==> src/rtl/ald_pkg.sv <==
package ald_pkg;
  // Whether the previous clock edge saw the hold input high.
  typedef enum logic {
    HOLD_OPEN = 1'b0,
    HOLD_SEEN = 1'b1
  } hold_state_e;
endpackage

==> src/rtl/ald_rst_sync.sv <==
module ald_rst_sync #(
  parameter int unsigned STAGES = 2
) (
  input  logic clk,
  input  logic rst_n,
  output logic rst_sync_n
);
  logic [STAGES-1:0] shift_q;
  logic [STAGES-1:0] shift_d;

  always_comb begin
    shift_d = {shift_q[STAGES-2:0], 1'b1};
  end

  always_ff @(posedge clk or negedge rst_n) begin
    if (!rst_n) begin
      shift_q <= '0;
    end else begin
      shift_q <= shift_d;
    end
  end

  assign rst_sync_n = shift_q[STAGES-1];
endmodule

==> src/rtl/ald_addr_store.sv <==
module ald_addr_store
  import ald_pkg::*;
#(
  parameter int unsigned SEL_W = 3
) (
  input  logic             clk,
  input  logic             rst_n,
  input  logic [SEL_W-1:0] sel_i,
  input  logic             hold_i,
  output logic [SEL_W-1:0] addr_o
);
  logic [SEL_W-1:0] addr_q;
  logic [SEL_W-1:0] addr_d;
  hold_state_e      st_q;
  hold_state_e      st_d;
  logic             load_en;

  // Load on open edges and on the first held edge; freeze afterwards.
  always_comb begin
    load_en = !(hold_i && (st_q == HOLD_SEEN));
    addr_d  = addr_q;
    if (load_en) begin
      addr_d = sel_i;
    end
    st_d = hold_i ? HOLD_SEEN : HOLD_OPEN;
  end

  always_ff @(posedge clk or negedge rst_n) begin
    if (!rst_n) begin
      addr_q <= '0;
      st_q   <= HOLD_SEEN;
    end else begin
      addr_q <= addr_d;
      st_q   <= st_d;
    end
  end

  assign addr_o = addr_q;
endmodule

==> src/rtl/ald_decode.sv <==
module ald_decode #(
  parameter int unsigned SEL_W = 3,
  localparam int unsigned N_OUT = 1 << SEL_W
) (
  input  logic [SEL_W-1:0] addr_i,
  input  logic             en_hi_i,
  input  logic             en_lo_n_i,
  output logic [N_OUT-1:0] dec_n_o
);
  logic gate_on;

  assign gate_on = en_hi_i & ~en_lo_n_i;

  for (genvar gi = 0; gi < N_OUT; gi++) begin : g_line
    assign dec_n_o[gi] = ~(gate_on && (addr_i == SEL_W'(gi)));
  end
endmodule

==> src/rtl/addr_latch_decoder.sv <==
module addr_latch_decoder #(
  parameter int unsigned SEL_W     = 3,
  parameter int unsigned RST_STAGE = 2
) (
  input  logic                    clk,
  input  logic                    rst_n,
  input  logic [SEL_W-1:0]        sel_i,
  input  logic                    hold_i,
  input  logic                    en_hi_i,
  input  logic                    en_lo_n_i,
  output logic [(1<<SEL_W)-1:0]   dec_n_o
);
  localparam int unsigned N_OUT = 1 << SEL_W;

  logic             rst_int_n;
  logic [SEL_W-1:0] addr_w;
  logic [N_OUT-1:0] dec_w;

  ald_rst_sync #(
    .STAGES(RST_STAGE)
  ) u_rst_sync (
    .clk        (clk),
    .rst_n      (rst_n),
    .rst_sync_n (rst_int_n)
  );

  ald_addr_store #(
    .SEL_W(SEL_W)
  ) u_store (
    .clk    (clk),
    .rst_n  (rst_int_n),
    .sel_i  (sel_i),
    .hold_i (hold_i),
    .addr_o (addr_w)
  );

  ald_decode #(
    .SEL_W(SEL_W)
  ) u_decode (
    .addr_i    (addr_w),
    .en_hi_i   (en_hi_i),
    .en_lo_n_i (en_lo_n_i),
    .dec_n_o   (dec_w)
  );

  assign dec_n_o = dec_w;
endmodule

==> config.mk <==
export PLATFORM = sky130hd
export DESIGN_NAME = addr_latch_decoder
export DESIGN_NICKNAME = d
export VERILOG_FILES = /design/src/rtl/ald_pkg.sv /design/src/rtl/ald_rst_sync.sv /design/src/rtl/ald_addr_store.sv /design/src/rtl/ald_decode.sv /design/src/rtl/addr_latch_decoder.sv
export SDC_FILE = /design/constraint.sdc
export NUM_CORES = 1
export LEC_CHECK = 0
export ABC_AREA = 1
export BUFFER_PORTS_ARGS = -buffer_cell sky130_fd_sc_hd__buf_2
export CAP_MARGIN = 20
export CORE_AREA = 2 2 39 41
export DETAILED_ROUTE_END_ITERATION = 6
export DIE_AREA = 0 0 41 43
export PLACE_DENSITY_LB_ADDON = 0.15
export RECOVER_POWER = 100
export SKIP_LAST_GASP = 1
export SYNTH_ARGS = -nofsm -noshare
export SYNTH_HDL_FRONTEND = slang
export SYNTH_SLANG_ARGS = --single-unit
==> constraint.sdc <==
create_clock -name clk -period 1.55 [get_ports clk]
set_input_delay 0.0775 -clock clk [delete_from_list [all_inputs] [get_ports clk]]
set_output_delay 0.0775 -clock clk [all_outputs]
set_load 0.02 [all_outputs]
Yosys cells after proc, flatten, opt, wreduce, memory -nomap -nowiden

Cells that the tools add are included.

Logic and storage cells: 31
Bits in read-only memories: 0
Bits in latches: 0
Output and inout bits: 8
Bits in registers: 6
Memories: 0
Bits in writable memories: 0
Input port bits: 8

Reductions and logical operators: 10
Bitwise logic cells: 10
Multiply operators: 0
Magnitude comparators: 0
Divide/modulo/power cells: 0
Mux-type cells: 1
$add $sub $neg: 0
Shift operators: 0
Eq/ne operators: 7

Operators with widths:

| operator                                      | number |
|---|---|
| == test 3 bit, second input constant          | 4 |
| logical AND 1 bit                             | 9 |
| inverter 1 bit                                | 9 |
| == test 3 x 2 -> 1 bit, second input constant | 2 |
| == test 3 x 1 -> 1 bit, second input constant | 1 |
| logical NOT 3 bit                             | 1 |
| AND 1 bit                                     | 1 |
| 2-to-1 mux 1 bit                              | 1 |

Logic depth before layout (Yosys ltp)

Depth in word-level cells: 4
Gate-level depth with buffers: 3
Depth with buffers taken out: 3

Hierarchy

From an unflattened synthesis, not the netlist that was laid out.

Cells, all modules: 35
Area total of the unflattened synthesis: 289.0 um2

Modules (own cells, without submodules):

| module         | cells an instance | sequential area each (um2) | area each (um2) | times used |
|---|---|---|---|---|
| ald_addr_store | 14                | 101.3                      | 145.1           | 1 |
| ald_decode     | 18                | 0.0                        | 90.1            | 1 |
| ald_rst_sync   | 3                 | 50.0                       | 53.8            | 1 |

Worst setup path after synthesis

OpenSTA, ideal clock, no wires.

Path kind: reg2reg
Start: register u_store.st_q
End: register u_store.addr_q[0], in the netlist u_store.addr_o[0]
Setup time: 0.122 ns
Data required time: 1.428 ns
Buffers on the path: 0
Setup slack: 0.722 ns
Period minus slack after synthesis: 0.828 ns
Stages on the path, launching flop included: 4
Data arrival time: 0.706 ns
Path through: dfstp_2 -> nand2_1 -> nand2_1 -> o21ai_1

Longest elaborated chain between the ends: 1

RTL lines:

| item                   | RTL line             | RTL |
|---|---|---|
| from (decl)            | ald_addr_store.sv:14 | `hold_state_e st_q;` |
| from (signal assigned) | ald_addr_store.sv:34 | `st_q <= st_d;` |
| logical AND 1 bit      | ald_addr_store.sv:20 | `load_en = !(hold_i && (st_q == HOLD_SEEN));` |
| to (signal assigned)   | ald_addr_store.sv:33 | `addr_q <= addr_d;` |
| to (decl)              | ald_addr_store.sv:12 | `logic [SEL_W-1:0] addr_q;` |

No other way between the ends.
A chain may end at the register's enable or synchronous reset.

Final worst setup path

Start: register u_store.addr_q[1], in the netlist u_store.addr_o[1]
End: output dec_n_o[7]

Longest elaborated chain between the ends: 3

RTL lines:

| item              | RTL line                 | RTL |
|---|---|---|
| == test 3 bit     | ald_decode.sv:15         | `assign dec_n_o[gi] = ~(gate_on && (addr_i == SEL_W'(gi)));` |
| logical AND 1 bit | ald_decode.sv:15         |  |
| inverter 1 bit    | ald_decode.sv:15         |  |
| to (decl)         | addr_latch_decoder.sv:11 | `output logic [(1<<SEL_W)-1:0] dec_n_o` |

No other way between the ends.

==> impl_metrics.csv <==
group,metric,value,unit
sta,fin_skew,0.00819,ns
final_layout,layout-drive-gt1-share,0.283,
final_layout,final_cell_mix,"11 x clkbuf_1, 8 x nand3_1, 5 x nand2_1, 5 x buf_2, 5 x dfrtp_1",
synth,synth-compound-area-share,0.0545,
placed_design,detailedPlace.worstSlack,0.676,ns
placed_design,post-place-cells,63,
routing,avgViaCountPerCell,3.83,
cts,cts_max_level,1,
critical_path,path_cells,"nand2_1 > inv_1 > nand3_1 > clkbuf_1",
global_routing,grt_antenna_before_repair,0,
sta,finalMaxSlewViolations,0,
critical_path,cp.buffers_inverters,2,
cts,clkTransAtPathRegs,0.05,ns
global_routing,grt_pass1_wl,890,µm
synth,synth.net_count,40,
critical_path,crit_family,"flip-flops",
synth,yosys.area_share.adder,0,
sta,setup_viol,0,
critical_path,cp.depth,4,
sta,hold_viol,0,
cts,cts_tree,"yes",
floorplan,dieArea,0.00176,mm²
floorplan,rows,14,
final_layout,areaGrowthSynthToFinish,46.8,%
final_layout,design_area,404,µm²
routing,ant_nets,0,
routing,finalWirelength,538,µm
final_layout,final_common_cell,"clkbuf_1",
sta,timing.fmax,858,MHz
routing,drt_pass1_iterations,1,
critical_path,crit_path_max_fanout,4,
routing,highest_layer,"met3",
critical_path,cp-startpoint,"u_store.addr_o[1]",
sta,finalCriticalPeriod,1.17,ns
global_routing,grt.overflow.total,0,
sta,fin_hold_ws,0.0499,ns
critical_path,ff2ff_path_depth,3,
routing,wl_per_cell,7.80,µm
synth,synth_area,275,µm²
power,powerDensity,958,mW/mm²
critical_path,critPathArrivalTime,1.09,ns
cts,cts_resized,0,
cts,cts_buffers,3,
floorplan,ios,16,
synth,synth_mux_area_frac,0,
final_layout,fin_cells,69,
synth,synthCells,32,
sta,rsz0062_at_grt,"no",
synth,ys_seq_area_frac,0.550,
final_layout,num_antenna_cells,0,
critical_path,r2r_start,"u_store.st_q",
routing,drcViolationCount,0,
synth,ys_types,11,
min_path,min_path_type,"flop to async pin",
power,p_total,0.387,mW
power,leakage,0.181,nW
run_status,run_status,"finished, final reports clean",
global_routing,grt_max_degree,9,
floorplan,die_w,41,µm
routing,vias,264,
synth,synth_warnings,0,
placed_design,place_hpwl,426,µm
routing,wl_met3,52,µm
critical_path,cp_slowest_cell,"dfrtp_1",
global_routing,grt_usage,0.0811,
critical_path,crit_required,1.47,ns
final_layout,fillerInstances,159,
cts,clock_latency,0.25,ns
placed_design,placed_cell_area,370,µm²
placed_design,gp_congestion,0.669,
cts,cts_sinks,6,
placed_design,portBuffers,15,
floorplan,start_util,0.199,
synth,synth_area_per_cell,8.60,µm²
sta,period_share,0.752,
routing,drtIter0Drc,0,
final_layout,multi_input_area,105,µm²
power,vdd_ir_drop_max,0.000511,V
synth,synth-xor-area-share,0,
synth,synth_top_family_by_area,"simple AND/OR/NAND/NOR gates",
cts,cts_root_buf,"clkbuf_4",
routing,wl_met2,283,µm
final_layout,regArea,151,µm²
floorplan,die-height,43,µm
sta,setup-tns-final,0,ns
critical_path,cp-end-kind,"output port",
critical_path,crit_path_start_kind,"flop",
floorplan,core_area,0.00138,mm²
routing,wl_met1,203,µm
cts,cts_buffer_depth,2,
final_layout,post-route-util,0.292,
run,max_cap_viol_count,0,
global_routing,grt_pass1_vias,218,
sta,timing.final.ws_setup,0.384,ns
final_layout,layout.nets,62,
critical_path,slowest_delay,0.41,ns
critical_path,critPathKind,"flop to output port",
synth,yosys.area_share.simple,0.314,
synth,ys_seq_elements,6,
==> registers in the layout, summed over array words and instances, names as in the netlist <==
register	flops
u_store.st_q	1
u_store.addr_o	3
u_rst_sync.shift_q	2
==> metal layers <==
metal | up-vias | GRT usage
met5 | - | 0
met4 | 0 | 0.0400
met3 | 0 | 0.0628
met2 | 12 | 0.119
met1 | 109 | 0.0797
li1 | 143 | -
==> where the power goes <==
| group | switching (mW) | internal, mW |
|---|---|---|
| Sequential | 0.0110 | 0.169 |
| Combinational | 0.0308 | 0.0203 |
| Clock | 0.0588 | 0.0977 |
| Total | 0.101 | 0.287 |
==> cells in the mapped netlist <==
cell type / instances / area (µm²)
conb_1: 1 / 3.75
o21ai_1: 3 / 15.0
inv_1: 2 / 7.51
inv_2: 3 / 11.3
nor2_1: 1 / 3.75
nor2_4: 1 / 11.3
nand2_1: 5 / 18.8
nor2_2: 2 / 12.5
dfrtp_1: 5 / 125
dfstp_2: 1 / 26.3
nand3_1: 8 / 40.0
==> path summary, 6_finish.rpt <==
| check | end | slack [ns] |
|---|---|---|
| setup / recovery | dec_n_o[7] | 0.38 |
| min in group clk | u_store.addr_o[2] | 0.05 |
| hold / removal | u_store.addr_o[1] | 0.05 |
| setup reg to reg | u_store.addr_o[0] | 0.68 |
| hold reg to reg | u_store.addr_o[1] | 0.05 |
| max in group asynchronous | u_store.st_q | 1.26 |
==> worst register-to-register path, delay by kind of cell (launching register included) <==
family,cells,cell delay (ns)
compound gates,1,0.08
flops,1,0.51
simple gates,2,0.18
==> logic make-up (layout without fill, tap and decap cells) <==
kind of cell / count (synthesis) / in the layout
AND/OR/NAND/NOR: 17 / 17
other: 1 / 1
AO/OA/AOI/OAI: 3 / 3
buffers and inverters: 5 / 26
flip-flops: 6 / 6
==> layout make-up <==
class                           instances  share of cell area
Inverter                                5              0.0464
Clock buffer                            4              0.0650
Multi-Input combinational cell         21               0.260
Sequential cell                         6               0.375
Timing Repair Buffer                   17               0.204
Tap cell                               16              0.0495
==> repair_timing <==
action	CTS	global route
hold buffers	2	0
setup buffers	0	0
endpoints found under the hold margin	3	0
Power figures use the tool's default switching activity.
